==> src/rtl/gpio_irq_pkg.sv <==
package gpio_irq_pkg;

    localparam int unsigned NUM_PINS   = 32;
    localparam int unsigned ADDR_W     = 32;
    localparam int unsigned DATA_W     = 32;
    localparam int unsigned MODE_W     = 4;
    localparam int unsigned MODE_LSB   = 16;
    localparam int unsigned CFG_STRIDE = 4;
    localparam int unsigned PIN_IDX_W  = $clog2(NUM_PINS);
    localparam logic [ADDR_W-1:0] STS_ADDR = 32'h0000_00A0;

    typedef enum logic [MODE_W-1:0] {
        MODE_OFF    = 4'h0,
        MODE_LVL_LO = 4'h8,
        MODE_RISE   = 4'h9,
        MODE_FALL   = 4'hA,
        MODE_BOTH   = 4'hB,
        MODE_LVL_HI = 4'hC
    } irq_mode_e;

    typedef struct packed {
        logic lvl_lo;
        logic lvl_hi;
        logic rise;
        logic fall;
    } sense_t;

    typedef struct packed {
        logic                 cfg_hit;
        logic                 sts_hit;
        logic [PIN_IDX_W-1:0] idx;
    } addr_dec_t;

    function automatic sense_t decode_mode(logic [MODE_W-1:0] code);
        sense_t s;
        s = '0;
        case (code)
            MODE_LVL_LO: s.lvl_lo = 1'b1;
            MODE_LVL_HI: s.lvl_hi = 1'b1;
            MODE_RISE:   s.rise   = 1'b1;
            MODE_FALL:   s.fall   = 1'b1;
            MODE_BOTH: begin
                s.rise = 1'b1;
                s.fall = 1'b1;
            end
            default:     s = '0;
        endcase
        return s;
    endfunction

    function automatic addr_dec_t decode_addr(logic [ADDR_W-1:0] a, int unsigned npins);
        addr_dec_t d;
        d.cfg_hit = (a < ADDR_W'(npins * CFG_STRIDE)) && (a[1:0] == 2'b00);
        d.sts_hit = (a == STS_ADDR);
        d.idx     = a[2 +: PIN_IDX_W];
        return d;
    endfunction

endpackage

==> src/rtl/gpio_irq_cfg.sv <==
module gpio_irq_cfg
    import gpio_irq_pkg::*;
#(
    parameter int unsigned N = NUM_PINS
) (
    input  logic                       clk,
    input  logic                       rst,
    input  logic                       wr_en,
    input  logic                       hit,
    input  logic [PIN_IDX_W-1:0]       idx,
    input  logic [MODE_W-1:0]          mode_in,
    output logic [N-1:0][MODE_W-1:0]   modes_o
);

    for (genvar g = 0; g < N; g++) begin : g_pin
        logic [MODE_W-1:0] mode_q;

        always_ff @(posedge clk) begin
            if (rst) begin
                mode_q <= '0;
            end else if (wr_en && hit && (idx == PIN_IDX_W'(g))) begin
                mode_q <= mode_in;
            end
        end

        assign modes_o[g] = mode_q;
    end

endmodule

==> src/rtl/gpio_irq_detect.sv <==
module gpio_irq_detect
    import gpio_irq_pkg::*;
#(
    parameter int unsigned N = NUM_PINS
) (
    input  logic                     clk,
    input  logic                     rst,
    input  logic [N-1:0]             pin_in,
    input  logic [N-1:0][MODE_W-1:0] modes,
    output logic [N-1:0]             evt_o
);

    logic [N-1:0] prev_q;

    always_ff @(posedge clk) begin
        if (rst) begin
            prev_q <= '0;
        end else begin
            prev_q <= pin_in;
        end
    end

    for (genvar g = 0; g < N; g++) begin : g_pin
        sense_t sense;
        always_comb begin
            sense    = decode_mode(modes[g]);
            evt_o[g] = (sense.lvl_lo & ~pin_in[g])
                     | (sense.lvl_hi &  pin_in[g])
                     | (sense.rise   &  pin_in[g] & ~prev_q[g])
                     | (sense.fall   & ~pin_in[g] &  prev_q[g]);
        end
    end

endmodule

==> src/rtl/gpio_irq_status.sv <==
module gpio_irq_status
    import gpio_irq_pkg::*;
#(
    parameter int unsigned N = NUM_PINS
) (
    input  logic         clk,
    input  logic         rst,
    input  logic [N-1:0] evt,
    input  logic [N-1:0] clr,
    output logic [N-1:0] flags_o
);

    always_ff @(posedge clk) begin
        if (rst) begin
            flags_o <= '0;
        end else begin
            flags_o <= (flags_o & ~clr) | evt;
        end
    end

endmodule

==> src/rtl/gpio_irq_ctrl.sv <==
module gpio_irq_ctrl
    import gpio_irq_pkg::*;
#(
    parameter int unsigned N = NUM_PINS
) (
    input  logic              clk,
    input  logic              rst,
    input  logic              wr_en,
    input  logic              rd_en,
    input  logic [ADDR_W-1:0] addr,
    input  logic [DATA_W-1:0] wdata,
    output logic [DATA_W-1:0] rdata,
    input  logic [N-1:0]      pin_in,
    output logic              irq_o
);

    addr_dec_t                 dec;
    logic [N-1:0][MODE_W-1:0]  modes;
    logic [N-1:0]              evt;
    logic [N-1:0]              clr;
    logic [N-1:0]              flags;

    assign dec = decode_addr(addr, N);
    assign clr = (wr_en && dec.sts_hit) ? wdata[N-1:0] : '0;

    gpio_irq_cfg #(.N(N)) cfg_i (
        .clk     (clk),
        .rst     (rst),
        .wr_en   (wr_en),
        .hit     (dec.cfg_hit),
        .idx     (dec.idx),
        .mode_in (wdata[MODE_LSB +: MODE_W]),
        .modes_o (modes)
    );

    gpio_irq_detect #(.N(N)) det_i (
        .clk    (clk),
        .rst    (rst),
        .pin_in (pin_in),
        .modes  (modes),
        .evt_o  (evt)
    );

    gpio_irq_status #(.N(N)) sts_i (
        .clk     (clk),
        .rst     (rst),
        .evt     (evt),
        .clr     (clr),
        .flags_o (flags)
    );

    always_comb begin
        rdata = '0;
        if (rd_en) begin
            if (dec.cfg_hit) begin
                rdata[MODE_LSB +: MODE_W] = modes[dec.idx];
            end else if (dec.sts_hit) begin
                rdata[N-1:0] = flags;
            end
        end
    end

    assign irq_o = |flags;

endmodule

==> config.mk <==
export PLATFORM = sky130hd
export DESIGN_NAME = gpio_irq_ctrl
export DESIGN_NICKNAME = d
export VERILOG_FILES = /design/src/rtl/gpio_irq_pkg.sv /design/src/rtl/gpio_irq_cfg.sv /design/src/rtl/gpio_irq_detect.sv /design/src/rtl/gpio_irq_status.sv /design/src/rtl/gpio_irq_ctrl.sv
export SDC_FILE = /design/constraint.sdc
export NUM_CORES = 1
export LEC_CHECK = 0
export BUFFER_PORTS_ARGS = -buffer_cell sky130_fd_sc_hd__buf_2
export CAP_MARGIN = 0
export CORE_ASPECT_RATIO = 0.9
export CORE_MARGIN = 4
export CORE_UTILIZATION = 52
export CTS_CLUSTER_DIAMETER = 100
export CTS_CLUSTER_SIZE = 16
export DETAILED_ROUTE_END_ITERATION = 10
export PLACE_DENSITY = 0.76
export SLEW_MARGIN = 15
export SYNTH_ARGS = -nofsm -noshare
export SYNTH_HDL_FRONTEND = slang
export SYNTH_SLANG_ARGS = --single-unit
==> constraint.sdc <==
create_clock -name clk -period 1.6 [get_ports clk]
set_input_delay 0.08 -clock clk [delete_from_list [all_inputs] [get_ports clk]]
set_output_delay 0.08 -clock clk [all_outputs]
set_load 0.02 [all_outputs]
==> impl_metrics.tcl, run 1 <==
set metrics [dict create \
    synth.distinct_cells 39 \
    dieArea_um2 21200 \
    cts.clk_slew.worst_paths_ns 0.08 \
    slew_violations 0 \
    setup_viol_count_final 55 \
    reg2reg_from "cfg_i.g_pin[9].mode_q[2]" \
    failed_checks "negative hold slack, negative setup slack" \
    critPathLaunchType "flip-flop" \
    n_fill_cell 1127 \
    die_y_um 138 \
    fin_nets 1492 \
    critical_path_required_ns 1.52 \
    fmax_mhz 424 \
    cap_violations 0 \
    antenna_found_initial 0 \
    grt_max_degree 65 \
    path_depth 6 \
    area_growth_pct 45.0 \
    die_width_um 153 \
    synth-edff-count 0 \
    grt_overflow 0 \
    worstPathCellList "mux4_2 -> mux2_2 -> o22ai_2 -> nor3_1 -> o311a_1 -> buf_6" \
    outcome "finished, violations left" \
    cpPeakStageDelay_ns 0.50 \
    cp_slowest_cell "mux4_2" \
    finalCritPeriodShare 1.47 \
    yosysSeqAreaShare 0.391 \
    path_class "reg -> out" \
    hold_depth 4 \
    synth_top_area_share 0.391 \
    worstSetupEndpoint "rdata[16]" \
    numCtsBuffers 17 \
    cellPowerDensity_nw_per_um2 726 \
    pwr-share-seq 0.468 \
    yosys.area.top_type "dfxtp_1" \
    root_buffer "clkbuf_16" \
    ir_drop_mv 0.834 \
    pwr-share-clk 0.439 \
    endpoint_kind "primary output" \
    reg2reg_slack_ns 0.31 \
    r2r_cells 5 \
    initial_core_util 0.532 \
    fin_ws_ns -0.757 \
    synth.cell_area_um2 9830 \
    syn_nets 1129 \
    min_from "wdata[24]" \
    p_int_w 0.00780 \
    hp-class "in -> reg" \
    rsz0062_at_grt "yes" \
    pre_cts_ws_ns -0.638 \
    routed_wl_mm 35.7 \
    ys_seq_elements 192 \
    crit_family "multiplexers" \
    final.setup_skew_ns 0.00888 \
    grt_usage 0.307 \
    tightest_slew_ns 0.437 \
    netlist_top_cells_area "dfxtp_1, mux2i_1, nand2b_1, mux4_2, nand3b_1" \
    drive_gt1_frac 0.375 \
    cp_max_fo 2 \
    via_per_inst 5.90 \
    grt_pass1_wl_mm 51.8 \
    drc_errors 0 \
    num_vias 9745 \
    netlist_instances 1029 \
    synth_top_flop_cell "dfxtp_1" \
    syn_area_per_cell_um2 9.55 \
    cts_max_path_buffers 2 \
    synthArstFlopShare 0 \
    p_leak_nw 6.56 \
    final_antenna_net_count 0 \
    core-area_um2 18500 \
    crit_start "cfg_i.g_pin[16].mode_q[0]" \
    layout_min_cycle_time_ns 2.36 \
    hold_viol 2 \
    gp_congestion 0.955 \
    synth_warnings 0 \
    r2r-end "sts_i.flags_o[9]" \
    switching_share 0.246 \
    slew_headroom 0.706 \
    cp_num_buf_inv 1 \
    grt_pass1_vias 9533 \
    ioPinCount 133 \
    port_buffers 132 \
    firstDrtPassIters 5 \
    place_hpwl_mm 23.0 \
    wire_per_inst_um 21.6 \
    p_sw_w 0.00255 \
    cts_tree "yes" \
    cts_num_sinks 192 \
    rows 47 \
    holdWs_ns -0.0322 \
    share_comb_of_total_power 0.093 \
    clk_latency_ns 0.45 \
    arrival_ns 2.28 \
    htreeDepth 4 \
    drtIter0Drc 909 \
]
cells in the final DEF, fill, tap and decap left out, types with 38 or more instances in the layout:
cell type,Yosys,final
inv_1,39,38
mux2i_1,133,131
buf_6,1,42
buf_2,6,92
dlygate4sd3_1,0,55
a21oi_1,64,54
nor2_1,41,39
nand2b_1,108,108
nand3b_1,64,64
buf_4,3,204
dfxtp_1,192,182
power by group through the flow:
stage | Combinational [W] | Sequential (W) | Clock (W)
2_1_floorplan | 0.000412 | 0.00494 | 0
3_3_place_gp | 0.000767 | 0.00495 | 0
3_5_place_dp | 0.000783 | 0.00495 | 0
4_1_cts | 0.000907 | 0.00484 | 0.00453
5_1_grt | 0.00102 | 0.00484 | 0.00472
6_report | 0.000967 | 0.00484 | 0.00454
cell type report:
class,count,area [um^2],area share
Multi-Input combinational cell,738,6100,0.428
Sequential cell,192,3860,0.270
Timing Repair Buffer,404,3230,0.226
Inverter,39,150,0.0105
Tap cell,245,307,0.0215
Antenna cell,1,2.50,0.000176
Clock inverter,12,175,0.0123
Clock buffer,20,437,0.0306
how the worst min path moves through the flow:
stage / to / slack (ns)
after floorplan: det_i.prev_q[0] / 0.21
after global placement: det_i.prev_q[0] / 0.34
after detailed placement: det_i.prev_q[6] / 0.35
after CTS: sts_i.flags_o[24] / 0.0009
after global routing: sts_i.flags_o[13] / 0.002
final: sts_i.flags_o[24] / -0.03
synthesized netlist by cell type (6+ instances only):
cell and number:
nor3_1 38, nand3b_1 64, nand2_1 31, buf_2 6
mux2i_1 133, o22ai_1 9, nor2_1 41, dfxtp_1 192
inv_1 39, a21oi_1 64, nor4_1 16, nand2b_1 108
and3_1 29, o21ai_1 10, nor2b_1 37, mux2_2 7
clkbuf_1 48, mux4_2 28, nor4b_4 7, o21ai_0 58
xor2_1 32
cell families after synthesis:
kind of cell | Yosys count | synth area share
xor gates and xnor gates | 32 | 0.0285
muxes | 168 | 0.208
DFF | 192 | 0.391
buffers and inverters | 99 | 0.0405
AOI/OAI and AO/OA | 152 | 0.0830
and+or+nand+nor | 386 | 0.249
flip-flops by register name (all words and copies together), names as in the netlist:
name                flops
cfg_i.g_pin.mode_q    128
det_i.prev_q           32
sts_i.flags_o          32
what timing repair did:
item	in CTS	in global routing
cloned	0	5
gates resized for setup	59	124
hold buffers	55	0
setup endpoints to repair	33	60
hold endpoints to repair	55	0
pin swaps	15	26
setup buffers	3	3
per-stage QoR:
step | utilization | power, W | instance area, um^2 | setup TNS [ns] | std cells
after floorplan | - | 0.00535 | 9990 | -2.30 | 1029
after global placement | 0.665 | 0.00571 | 12300 | -33.19 | 1553
after detailed placement | 0.665 | 0.00573 | 12300 | -39.56 | 1553
after CTS | 0.741 | 0.0103 | 13700 | -3.34 | 1642
after global routing | 0.772 | 0.0106 | 14300 | -8.92 | 1650
final | 0.772 | 0.0103 | 14300 | -5.58 | 1651
worst reg2reg max path, stage by stage (launching register included):
cell and delay [ns]:
dfxtp_1 0.34, buf_4 0.13, xor2_1 0.18, nor3_1 0.09, o21ai_0 0.31, a21oi_2 0.11
metal layers:
metal / track usage / part of all wire / routed length, um
met2: 0.493 / 0.47 / 16900
met5: 0 / 0 / 0
met1: 0.396 / 0.39 / 13900
met4: 0.122 / 0.039 / 1410
met3: 0.0806 / 0.097 / 3470
Note: power is estimated with default switching activity, not from simulation.
==> run 2: changes to the inputs <==
Settings changed: CELL_PAD_IN_SITES_DETAIL_PLACEMENT set to 1, CELL_PAD_IN_SITES_GLOBAL_PLACEMENT set to 2, CORE_UTILIZATION 52 to 33, PLACE_DENSITY 0.76 to unset, PLACE_DENSITY_LB_ADDON set to 0.1.
==> impl_metrics.tcl, run 2 (synthesis results as in run 1) <==
set metrics [dict create \
    final_antenna_net_count 0 \
    port_buffers 132 \
    endpoint_kind "primary output" \
    clk_latency_ns 0.45 \
    grt_usage 0.229 \
    top_register "cfg_i.g_pin.mode_q" \
    htreeDepth 4 \
    critPathLaunchType "flip-flop" \
    hp-class "in -> reg" \
    place_hpwl_mm 27.0 \
    dieArea_um2 32600 \
    numCtsBuffers 17 \
    routed_wl_mm 37.2 \
    ir_drop_mv 0.802 \
    multi_input_area_um2 5870 \
    cp_max_fo 2 \
    p_sw_w 0.00253 \
    cellPowerDensity_nw_per_um2 714 \
    final.setup_skew_ns 0.0106 \
    slew_headroom 0.708 \
    cts_tree "yes" \
    arrival_ns 2.30 \
    pwr-share-seq 0.473 \
    root_buffer "clkbuf_16" \
    firstDrtPassIters 4 \
    reg2reg_slack_ns 0.35 \
    num_vias 9104 \
    reg2reg_from "cfg_i.g_pin[18].mode_q[2]" \
    grt_max_degree 85 \
    drc_errors 0 \
    initial_core_util 0.337 \
    switching_share 0.248 \
    rows 59 \
    path_class "reg -> out" \
    outcome "finished, violations left" \
    cts_num_sinks 192 \
    area_growth_pct 45.6 \
    die_y_um 172 \
    finalCritPeriodShare 1.49 \
    pre_cts_ws_ns -0.519 \
    grt_overflow 0 \
    setup_viol_count_final 33 \
    r2r-end "sts_i.flags_o[18]" \
    fmax_mhz 420 \
    min_to "cfg_i.g_pin[16].mode_q[2]" \
    cap_violations 0 \
    share_comb_of_total_power 0.094 \
    hold_viol 0 \
    grt_pass1_wl_mm 57.2 \
    ioPinCount 133 \
    via_per_inst 5.02 \
    slew_violations 0 \
    tns_ns -6.06 \
    drtIter0Drc 342 \
    n_fill_cell 3281 \
    r2r_cells 6 \
    min_from "wdata[18]" \
    rsz0062_at_grt "yes" \
    pwr-share-clk 0.432 \
    hold_depth 3 \
    failed_checks "negative setup slack" \
    fin_ws_ns -0.780 \
    largest_reg_flops 128 \
    core-area_um2 29200 \
    gp_congestion 0.821 \
    antenna_found_initial 1 \
    wire_per_inst_um 20.5 \
    drive_gt1_frac 0.343 \
    die_width_um 190 \
    layout_commonest_cell "buf_4" \
    cts_max_path_buffers 2 \
    grt_pass1_vias 9892 \
    p_int_w 0.00768 \
    layout_min_cycle_time_ns 2.38 \
    cts.clk_slew.worst_paths_ns 0.08 \
    critical_path_required_ns 1.52 \
    fin_nets 1503 \
    tightest_slew_ns 0.439 \
    top_regs "cfg_i.g_pin.mode_q: 128 flops, det_i.prev_q: 32 flops, sts_i.flags_o: 32 flops" \
    p_leak_nw 6.56 \
    regArea_um2 3850 \
    layout_common_cells "buf_4, dfxtp_1, mux2i_1" \
]
-- run 2: cell types whose count changed in the layout (fill, tap and decap cells not counted), sizes merged --
cell         delta
buf             +9
clkinvlp        -3
bufinv          -1
inv             -3
clkbuf          -5
dlygate4sd3     +6
clkinv          +7
-- run 2: timing repair --
item | in CTS | in global routing
setup endpoints to repair | 33 | 73
gates resized for setup | 98 | 28
hold buffers | 61 | 0
pin swaps | 11 | 4
cloned | 3 | 0
setup buffers | 6 | 1
endpoints found under the hold margin | 61 | 0
-- run 2: how the worst max path moves through the flow --
stage,start,end,slack (ns),cells after the start
global route,cfg_i.g_pin[3].mode_q[2],rdata[18],-0.83,6
global placement,addr[2],rdata[16],-0.50,8
detailed placement,addr[2],rdata[16],-0.52,8
CTS,cfg_i.g_pin[2].mode_q[3],rdata[19],-0.79,6
finish,cfg_i.g_pin[27].mode_q[0],rdata[16],-0.78,6
floorplan,addr[21],cfg_i.g_pin[22].mode_q[0],-0.05,6
-- run 2: cell type report --
cell class / count / share of cell area
clock buffers: 19 / 0.0316
clock inverters: 12 / 0.00944
inverters: 39 / 0.0102
flip-flops and latches: 192 / 0.269
well taps: 396 / 0.0346
repair buffers: 415 / 0.234
diodes: 1 / 0.000175
multi-input cells: 738 / 0.410
-- run 2: per-layer routing --
metal	track usage	part of all wire	vias to the layer above
met2	0.416	0.52	120
met1	0.286	0.44	4551
met5	0	0	-
li1	-	-	4401
met4	0.0679	0.017	0
met3	0.0292	0.027	32
-- run 2: power groups by stage --
stage,clock network [W],logic [W],registers (W)
3_5_place_dp,0,0.000822,0.00495
6_report,0.00442,0.000963,0.00484
5_1_grt,0.00471,0.00104,0.00484
2_1_floorplan,0,0.000412,0.00494
4_1_cts,0.00453,0.000959,0.00484
3_3_place_gp,0,0.000810,0.00495
-- run 2: critical path, cell delays in order (launching register included) --
cell	delay, ns
dfxtp_2	0.33
mux4_2	0.50
mux2_4	0.29
o22ai_1	0.16
nor3_1	0.08
o311a_1	0.35
buf_6	0.15
-- run 2: stage by stage --
stage               area [um^2]  power, W  hold WS (ns)   util  std cells
floorplan                  9990   0.00535         0.208      -       1029
global placement          12500   0.00576         0.341  0.430       1710
detailed placement        12500   0.00577         0.351  0.430       1710
CTS                       14200    0.0103        0.0422  0.487       1811
global route              14300    0.0106        0.0543  0.491       1812
finish                    14300    0.0102        0.0542  0.491       1812
==> run 3: changes to the inputs <==
Settings changed: HOLD_SLACK_MARGIN set to 0.06.
==> impl_metrics.tcl, run 3 (synthesis results as in run 1) <==
set metrics [dict create \
    finalCritPeriodShare 1.48 \
    die_width_um 190 \
    slew_violations 0 \
    fin_ws_ns -0.772 \
    endpoint_kind "primary output" \
    final.setup_skew_ns 0.0136 \
    gp_congestion 0.821 \
    p_leak_nw 6.58 \
    hp-class "in -> reg" \
    grt_usage 0.229 \
    arrival_ns 2.29 \
    cellPowerDensity_nw_per_um2 712 \
    dieArea_um2 32600 \
    cts.clk_slew.worst_paths_ns 0.07 \
    layout_commonest_cell "buf_4" \
    grt_use_met3 0.0292 \
    grt_max_degree 85 \
    grt_pass1_vias 9904 \
    cp_slowest_cell "mux4_2" \
    place_area_um2 12500 \
    cts_max_path_buffers 2 \
    grt_use_met1 0.286 \
    hold_viol 0 \
    port_buffers 132 \
    clk_latency_ns 0.45 \
    slew_headroom 0.725 \
    busiest_layer "met2" \
    cpPeakStageDelay_ns 0.49 \
    drtIter0Drc 319 \
    fin_nets 1506 \
    wire_per_inst_um 20.5 \
    top_register "cfg_i.g_pin.mode_q" \
    htreeDepth 4 \
    outcome "finished, violations left" \
    layout.cells.non_filler 1815 \
    core-area_um2 29200 \
    ioPinCount 133 \
    grt_pass1_wl_mm 57.2 \
    rows 59 \
    ir_drop_mv 0.779 \
    n_fill_cell 3274 \
    layout_min_cycle_time_ns 2.37 \
    dp_cells 1710 \
    layout_common_cells "buf_4, dfxtp_1, mux2i_1" \
    rsz0062_at_grt "yes" \
    largest_reg_flops 128 \
    path_class "reg -> out" \
    final_antenna_net_count 0 \
    num_vias 9103 \
    drive_gt1_frac 0.343 \
    top_regs "cfg_i.g_pin.mode_q: 128 flops, det_i.prev_q: 32 flops, sts_i.flags_o: 32 flops" \
    root_buffer "clkbuf_16" \
    firstDrtPassIters 4 \
    cts_num_sinks 192 \
    drc_errors 0 \
    numCtsBuffers 17 \
    initial_core_util 0.337 \
    cts_tree "yes" \
    design_area_um2 14300 \
    antenna_found_initial 1 \
    via_per_inst 5.02 \
    place_hpwl_mm 27.0 \
    area_growth_pct 45.9 \
    critPathLaunchType "flip-flop" \
    setup_viol_count_final 33 \
    worstPathCellList "mux4_2 -> mux2_2 -> o22ai_4 -> o22ai_1 -> o211a_1 -> buf_2" \
    die_y_um 172 \
    cp_max_fo 2 \
    failed_checks "negative setup slack" \
    fmax_mhz 422 \
    grt_overflow 0 \
    tightest_slew_ns 0.407 \
    cap_violations 0 \
    grt_util_met2 0.416 \
    critical_path_required_ns 1.52 \
    routed_wl_mm 37.2 \
]
run 3: cell types whose count changed in the layout (fill, tap and decap cells not counted):
cell           before  now
dlygate4sd3_1      61   64
run 3: stage by stage:
stage	power, W	utilization	TNS [ns]	hold slack, ns	setup WS [ns]
2_1_floorplan	0.00535	-	-2.30	0.208	-0.0532
3_3_place_gp	0.00576	0.430	-57.08	0.341	-0.505
3_5_place_dp	0.00577	0.430	-60.32	0.351	-0.519
4_1_cts	0.0103	0.488	-6.64	0.121	-0.793
6_report	0.0102	0.492	-5.92	0.125	-0.772
5_1_grt	0.0106	0.492	-8.70	0.142	-0.828
run 3: final timing paths:
check,cells past startpoint,slack (ns),end,from
max,6,-0.77,rdata[18],cfg_i.g_pin[3].mode_q[2]
min,3,0.13,cfg_i.g_pin[0].mode_q[0],wdata[16]
max reg2reg,6,0.34,sts_i.flags_o[18],cfg_i.g_pin[18].mode_q[2]
min reg2reg,2,0.50,sts_i.flags_o[2],sts_i.flags_o[2]
run 3: per-layer routing:
layer	part of all wire	vias up
li1	-	4407
met1	0.43	4540
met2	0.52	124
met3	0.032	32
met4	0.017	0
met5	0	-
run 3: critical path: cells and delay by family (launching register included):
kind | cells | cell delay (ns)
buf+inv | 1 | 0.18
compound gates | 3 | 0.54
flops | 1 | 0.33
mux | 2 | 0.80
run 3: where the power goes:
part / leakage, nW / internal [W] / switching (W) / total [W]
sequential: 1.56 / 0.00482 / 0.0000190 / 0.00484
clock: 0.289 / 0.00239 / 0.00202 / 0.00441
combinational: 4.73 / 0.000484 / 0.000486 / 0.000970
total: 6.58 / 0.00769 / 0.00253 / 0.0102
run 3: layout make-up:
cell class	instances	area, um^2	share of cell area
clock buffer	19	453	0.0316
sequential	192	3850	0.269
inverter	39	146	0.0102
clock inverter	12	135	0.00942
tap	396	495	0.0345
antenna	1	2.50	0.000174
timing repair buffer	418	3380	0.236
multi-input combinational	738	5870	0.409
run 3: repair_timing:
item | in CTS | in global routing
pin swaps | 11 | 4
hold buffers | 64 | 0
setup buffers | 6 | 1
endpoints found under the hold margin | 67 | 0
endpoints found under the setup margin | 33 | 73
cloned | 3 | 0
resized for setup | 98 | 28
